==> src/rtl/nbr_pkg.sv <==
package nbr_pkg;

    localparam int NUM_DIR   = 4;
    localparam int NUM_STEPS = 10;
    localparam int STEP_W    = $clog2(NUM_STEPS);
    localparam int OFF_W     = 2;
    localparam logic [STEP_W-1:0] LAST_STEP = STEP_W'(NUM_STEPS - 1);

    typedef enum logic [1:0] {
        DIR_N = 2'd0,
        DIR_E = 2'd1,
        DIR_S = 2'd2,
        DIR_W = 2'd3
    } dir_e;

    typedef enum logic [2:0] {
        POS_N  = 3'd0,
        POS_NE = 3'd1,
        POS_E  = 3'd2,
        POS_SE = 3'd3,
        POS_S  = 3'd4,
        POS_SW = 3'd5,
        POS_W  = 3'd6,
        POS_NW = 3'd7
    } pos_e;

    typedef struct packed {
        logic tx_en;
        logic tx_fwd;
        dir_e tx_dir;
        logic rx_en;
        dir_e rx_dir;
    } step_ctl_t;

    // Fixed lockstep schedule: each received value is forwarded one step
    // later on a perpendicular link, so diagonals arrive in two hops.
    function automatic step_ctl_t step_decode(input logic [STEP_W-1:0] s);
        step_ctl_t c;
        c = '0;
        case (s)
            4'd0: begin c.tx_en = 1'b1; c.tx_dir = DIR_S; end
            4'd1: begin c.rx_en = 1'b1; c.rx_dir = DIR_N;
                        c.tx_en = 1'b1; c.tx_dir = DIR_E; end
            4'd2: begin c.rx_en = 1'b1; c.rx_dir = DIR_W;
                        c.tx_en = 1'b1; c.tx_fwd = 1'b1; c.tx_dir = DIR_E; end
            4'd3: begin c.rx_en = 1'b1; c.rx_dir = DIR_W;
                        c.tx_en = 1'b1; c.tx_fwd = 1'b1; c.tx_dir = DIR_N; end
            4'd4: begin c.rx_en = 1'b1; c.rx_dir = DIR_S;
                        c.tx_en = 1'b1; c.tx_dir = DIR_N; end
            4'd5: begin c.rx_en = 1'b1; c.rx_dir = DIR_S;
                        c.tx_en = 1'b1; c.tx_dir = DIR_W; end
            4'd6: begin c.rx_en = 1'b1; c.rx_dir = DIR_E;
                        c.tx_en = 1'b1; c.tx_fwd = 1'b1; c.tx_dir = DIR_W; end
            4'd7: begin c.rx_en = 1'b1; c.rx_dir = DIR_E;
                        c.tx_en = 1'b1; c.tx_fwd = 1'b1; c.tx_dir = DIR_S; end
            4'd8: begin c.rx_en = 1'b1; c.rx_dir = DIR_N; end
            default: c = '0;
        endcase
        return c;
    endfunction

endpackage

==> src/rtl/nbr_sequencer.sv <==
module nbr_sequencer
    import nbr_pkg::*;
(
    input  logic              clk,
    input  logic              rst_n,
    input  logic              start,
    output logic              run,
    output logic [STEP_W-1:0] cnt,
    output logic              capture,
    output logic              done,
    output step_ctl_t         ctl
);

    typedef struct packed {
        logic              run;
        logic [STEP_W-1:0] cnt;
        logic              done;
    } seq_st_t;

    seq_st_t s_d, s_q;

    always_comb begin
        s_d      = s_q;
        s_d.done = 1'b0;
        if (!s_q.run) begin
            if (start) begin
                s_d.run = 1'b1;
                s_d.cnt = '0;
            end
        end else if (s_q.cnt == LAST_STEP) begin
            s_d.run  = 1'b0;
            s_d.cnt  = '0;
            s_d.done = 1'b1;
        end else begin
            s_d.cnt = s_q.cnt + 1'b1;
        end
    end

    always_ff @(posedge clk or negedge rst_n) begin
        if (!rst_n) s_q <= '0;
        else        s_q <= s_d;
    end

    assign run     = s_q.run;
    assign cnt     = s_q.cnt;
    assign done    = s_q.done;
    assign capture = !s_q.run && start;
    assign ctl     = s_q.run ? step_decode(s_q.cnt) : '0;

endmodule

==> src/rtl/nbr_rx_select.sv <==
module nbr_rx_select
    import nbr_pkg::*;
#(
    parameter int VAL_W = 8,
    localparam int PKT_W = VAL_W + 2 * OFF_W
) (
    input  logic [NUM_DIR*PKT_W-1:0] lnk_i_pkt,
    input  logic [NUM_DIR-1:0]       lnk_i_vld,
    input  dir_e                     rx_dir,
    output logic                     rx_vld,
    output logic [VAL_W-1:0]         rx_val,
    output logic [OFF_W-1:0]         rx_row,
    output logic [OFF_W-1:0]         rx_col
);

    logic [PKT_W-1:0] slot [NUM_DIR];

    for (genvar d = 0; d < NUM_DIR; d++) begin : g_slot
        assign slot[d] = lnk_i_pkt[d*PKT_W +: PKT_W];
    end

    logic [PKT_W-1:0] sel;
    logic [OFF_W-1:0] row_in, col_in;

    always_comb begin
        sel    = slot[rx_dir];
        rx_vld = lnk_i_vld[rx_dir];
        rx_val = sel[VAL_W-1:0];
        row_in = sel[VAL_W +: OFF_W];
        col_in = sel[VAL_W+OFF_W +: OFF_W];
        rx_row = row_in;
        rx_col = col_in;
        // offsets become relative to this node: add the sender's position
        case (rx_dir)
            DIR_N: rx_row = row_in - 1'b1;
            DIR_S: rx_row = row_in + 1'b1;
            DIR_E: rx_col = col_in + 1'b1;
            DIR_W: rx_col = col_in - 1'b1;
            default: ;
        endcase
    end

endmodule

==> src/rtl/nbr_pos_code.sv <==
module nbr_pos_code
    import nbr_pkg::*;
(
    input  logic [OFF_W-1:0] row,
    input  logic [OFF_W-1:0] col,
    output pos_e             pos
);

    always_comb begin
        case ({row, col})
            4'b11_00: pos = POS_N;
            4'b11_01: pos = POS_NE;
            4'b00_01: pos = POS_E;
            4'b01_01: pos = POS_SE;
            4'b01_00: pos = POS_S;
            4'b01_11: pos = POS_SW;
            4'b00_11: pos = POS_W;
            4'b11_11: pos = POS_NW;
            default:  pos = POS_N;
        endcase
    end

endmodule

==> src/rtl/nbr_router.sv <==
module nbr_router
    import nbr_pkg::*;
#(
    parameter int VAL_W = 8,
    localparam int PKT_W = VAL_W + 2 * OFF_W
) (
    input  logic                     clk,
    input  logic                     rst_n,
    input  logic                     start,
    input  logic [VAL_W-1:0]         own_val,
    input  logic [NUM_DIR*PKT_W-1:0] lnk_i_pkt,
    input  logic [NUM_DIR-1:0]       lnk_i_vld,
    output logic [PKT_W-1:0]         lnk_o_pkt,
    output logic [NUM_DIR-1:0]       lnk_o_vld,
    output logic                     nb_valid,
    output logic [VAL_W-1:0]         nb_val,
    output logic [2:0]               nb_pos,
    output logic                     cycle_done
);

    typedef struct packed {
        logic [VAL_W-1:0]   own;
        logic [VAL_W-1:0]   hval;
        logic [OFF_W-1:0]   hrow;
        logic [OFF_W-1:0]   hcol;
        logic               nbv;
        logic [NUM_DIR-1:0] txv;
        logic [PKT_W-1:0]   txp;
    } node_st_t;

    node_st_t n_d, n_q;

    logic              seq_run;
    logic [STEP_W-1:0] seq_cnt;
    logic              seq_cap;
    logic              seq_done;
    step_ctl_t         ctl;

    nbr_sequencer u_seq (
        .clk     (clk),
        .rst_n   (rst_n),
        .start   (start),
        .run     (seq_run),
        .cnt     (seq_cnt),
        .capture (seq_cap),
        .done    (seq_done),
        .ctl     (ctl)
    );

    logic             rx_vld;
    logic [VAL_W-1:0] rx_val;
    logic [OFF_W-1:0] rx_row, rx_col;

    nbr_rx_select #(.VAL_W(VAL_W)) u_rx (
        .lnk_i_pkt (lnk_i_pkt),
        .lnk_i_vld (lnk_i_vld),
        .rx_dir    (ctl.rx_dir),
        .rx_vld    (rx_vld),
        .rx_val    (rx_val),
        .rx_row    (rx_row),
        .rx_col    (rx_col)
    );

    pos_e hold_pos;

    nbr_pos_code u_pos (
        .row (n_q.hrow),
        .col (n_q.hcol),
        .pos (hold_pos)
    );

    always_comb begin
        n_d     = n_q;
        n_d.nbv = 1'b0;
        n_d.txv = '0;
        n_d.txp = '0;

        if (seq_cap) n_d.own = own_val;

        // single holding register: each arrival replaces the previous one
        if (ctl.rx_en && rx_vld) begin
            n_d.nbv  = 1'b1;
            n_d.hval = rx_val;
            n_d.hrow = rx_row;
            n_d.hcol = rx_col;
        end

        if (ctl.tx_en) begin
            if (!ctl.tx_fwd) begin
                n_d.txv[ctl.tx_dir] = 1'b1;
                n_d.txp = {{OFF_W{1'b0}}, {OFF_W{1'b0}}, n_q.own};
            end else if (n_q.nbv) begin
                n_d.txv[ctl.tx_dir] = 1'b1;
                n_d.txp = {n_q.hcol, n_q.hrow, n_q.hval};
            end
        end
    end

    always_ff @(posedge clk or negedge rst_n) begin
        if (!rst_n) n_q <= '0;
        else        n_q <= n_d;
    end

    assign lnk_o_pkt  = n_q.txp;
    assign lnk_o_vld  = n_q.txv;
    assign nb_valid   = n_q.nbv;
    assign nb_val     = n_q.hval;
    assign nb_pos     = hold_pos;
    assign cycle_done = seq_done;

endmodule

==> config.mk <==
export PLATFORM = sky130hd
export DESIGN_NAME = nbr_router
export DESIGN_NICKNAME = d
export VERILOG_FILES = /design/src/rtl/nbr_pkg.sv /design/src/rtl/nbr_sequencer.sv /design/src/rtl/nbr_rx_select.sv /design/src/rtl/nbr_pos_code.sv /design/src/rtl/nbr_router.sv
export SDC_FILE = /design/constraint.sdc
export NUM_CORES = 1
export LEC_CHECK = 0
export BUFFER_PORTS_ARGS = -buffer_cell sky130_fd_sc_hd__buf_2
export CAP_MARGIN = 20
export CORE_UTILIZATION = 54
export CTS_BUF_LIST = sky130_fd_sc_hd__clkbuf_16
export DETAILED_ROUTE_END_ITERATION = 10
export PLACE_DENSITY_LB_ADDON = 0.2
export SLEW_MARGIN = 40
export SYNTH_ARGS = -nofsm -noshare
export SYNTH_HDL_FRONTEND = slang
export SYNTH_SLANG_ARGS = --single-unit
==> constraint.sdc <==
create_clock -name clk -period 3.5 [get_ports clk]
set_input_delay 0.175 -clock clk [delete_from_list [all_inputs] [get_ports clk]]
set_output_delay 0.175 -clock clk [all_outputs]
set_load 0.01 [all_outputs]
==> flow_summary.yaml <==
outcome:
  status: "finished, final reports clean"
drt:
  wl_per_cell_um: 15.2
  vias: 2079
  wirelength_um: 5530
  drt_iter0_markers: 105
  viasPerCell: 5.73
  drc_errors: 0
  first_pass_iters: 4
  drt.antenna.violating_nets: 0
placed_design:
  dpl.hpwl_um: 3960
  preCtsSetupSlack_ns: 1.26
  portBuffers: 91
  gp_congestion: 0.874
grt:
  grt_pass1_vias: 1870
  grt_pass1_wl_um: 8900
  grtUsageTotal: 0.228
  antenna_found_initial: 0
  gr-total-overflow: 0
  grt_max_degree: 44
timing:
  fin_crit_sh: 0.643
  slew_violations: 0
  worst_slack_ns: 1.25
  fmax_mhz: 445
  rsz0062_at_grt: "false"
  hold_violations: 0
  finClkSkew_ns: 0.00384
  fin_crit_ns: 2.25
  slew_headroom: 0.593
  worst_pin_slew_ns: 0.611
  finalSetupViolations: 0
  tns_ns: 0
  whs_ns: 0.126
layout:
  drive_above_1_share: 0.437
  most-common-layout-cells: "90 x buf_2, 43 x dfrtp_1, 21 x mux2_2, 19 x o22ai_1, 17 x nor2_1"
  multi_input_area_um2: 1180
  ff_latch_area_um2: 1080
  n_antenna_cell: 0
  final_common_cell: "buf_2"
  syn_to_final_growth_pct: 18.6
  num-nets-final: 375
  fillers: 363
critical_path:
  critPathTopFamily: "multiplexers"
  critPathMaxFanout: 15
  critPathLaunchType: "register"
  cp.buffers_inverters: 1
  worstPathArrival_ns: 2.41
  worstPathRequired_ns: 3.66
  critPathKind: "reg -> reg"
  reg2reg_slack_ns: 1.25
  slowest_delay_ns: 0.67
  cp-end-kind: "register"
  cp_slowest_cell: "dfrtp_1"
  worstPathCellList: "inv_4 > mux4_2 > a21o_1 > mux2_2"
yosys:
  synth_seq_cells: 43
  synth_edf_count: 0
  async_flop_share: 1.00
  ys_top_cells_by_area: "dfrtp_1 43%, mux2_2 9.4%, buf_4 7.4%, o22ai_1 4.7%, mux2_4 3.6%"
  synth_top_area_cell: "dfrtp_1"
  synth_cell_types: 41
  ys_seq_area_frac: 0.426
  syn_nets: 315
  synth_area_um2: 2530
  syn-mean-instance-area_um2: 10.1
  synth_ff_type: "dfrtp_1"
  synth_top_area_share: 0.426
  yosysWarnings: 0
  synthCells: 250
floorplanning:
  fp.dieW_um: 70.4
  start_util: 0.572
  core-area_um2: 4410
  rows: 24
  die_h_um: 70.4
  dieArea_um2: 4960
  io_pins: 92
power:
  vdd_ir_drop_max_mv: 0.394
  p_per_area_nw_per_um2: 948
  p_clk_frac: 0.181
  power.leakage_nw: 1.48
  p_switching_w: 0.00110
  seqPwrFrac: 0.323
  pwr-share-comb: 0.496
  internal_power_w: 0.00174
  p_sw_frac: 0.387
cts:
  cts_sinks: 43
  cts-resized-gates: 0
  htreeDepth: 2
  clkSlewWorstSetupHoldPaths_ns: 0.06
  numCtsBuffers: 5
  root_buffer: "clkbuf_16"
  clock_latency_ns: 0.28
  clk_path_buf_depth: 2
  cts_tree: "built"
hold_path:
  hp-class: "in -> reg"
job:
  drv_cap: 0
-- cells in the mapped netlist (all sizes together), types with 3 or more instances --
library cell / number
a211oi: 3
a21o: 3
a21oi: 16
a22oi: 9
buf: 27
clkbuf: 15
dfrtp: 43
inv: 4
mux2: 27
mux2i: 4
nand2: 5
nand2b: 12
nor2: 17
nor2b: 4
nor3: 5
o211ai: 3
o21ai: 7
o22ai: 19
-- repair_timing --
action	in CTS	in global routing
hold endpoints to repair	43	0
hold buffers	1	0
setup endpoints to repair	0	0
buffers inserted	0	0
-- flip-flops by register name, summed over array words and instances (netlist names) --
signal,count
lnk_o_pkt,12
n_q,12
nb_val,8
lnk_o_vld,4
u_seq.cnt,4
nb_valid,1
u_seq.done,1
u_seq.run,1
-- final timing paths --
check                                  start            to  depth (start not counted)
worst max-delay path            u_seq.cnt[2]     nb_val[0]                          4
worst min-delay path              own_val[2]       n_q[31]                          2
worst max register to register  u_seq.cnt[2]     nb_val[0]                          4
worst min register to register       n_q[35]       n_q[35]                          1
max in group asynchronous              rst_n  lnk_o_pkt[6]                          2
min in group asynchronous              rst_n    u_seq.done                          2
-- cells by family (layout without fill, tap and decap cells) --
logic type	after synthesis	after routing	synth area share
AOI/OAI and AO/OA	68	68	0.172
and+or+nand+nor	59	59	0.128
buffers and inverters	46	107	0.109
DFF	43	43	0.426
muxes	32	32	0.154
adders and majority gates	2	2	0.00990
-- final cells by class --
| cell class | count | area share |
|---|---|---|
| inverter | 4 | 0.00585 |
| sequential | 43 | 0.359 |
| timing repair buffer | 95 | 0.164 |
| tap | 52 | 0.0217 |
| clock buffer | 5 | 0.0418 |
| clock inverter | 3 | 0.0146 |
| multi-input combinational | 161 | 0.393 |
-- layer usage --
metal	GRT usage	up-vias	routed length, um
met3	0.0476	2	402
met4	0.0400	0	15
met1	0.308	985	2360
li1	-	1005	-
met2	0.380	87	2740
met5	0	-	0
-- power by group through the flow --
stage / Sequential, W / Combinational [W] / Clock [W]
final: 0.000916 / 0.00141 / 0.000514
after floorplan: 0.000814 / 0.00127 / 0
after CTS: 0.000913 / 0.00141 / 0.000524
after detailed placement: 0.000917 / 0.00140 / 0
after global placement: 0.000912 / 0.00138 / 0
after global routing: 0.000945 / 0.00154 / 0.000544
-- per-stage QoR --
step | utilization | std cells | cell area, um^2 | power (W)
final | 0.679 | 363 | 3000 | 0.00284
after global routing | 0.679 | 363 | 3000 | 0.00303
after CTS | 0.678 | 363 | 2990 | 0.00285
after detailed placement | 0.638 | 354 | 2820 | 0.00232
after global placement | 0.637 | 354 | 2810 | 0.00229
after floorplan | - | 250 | 2530 | 0.00209
Note: power is estimated with default switching activity, not from simulation.
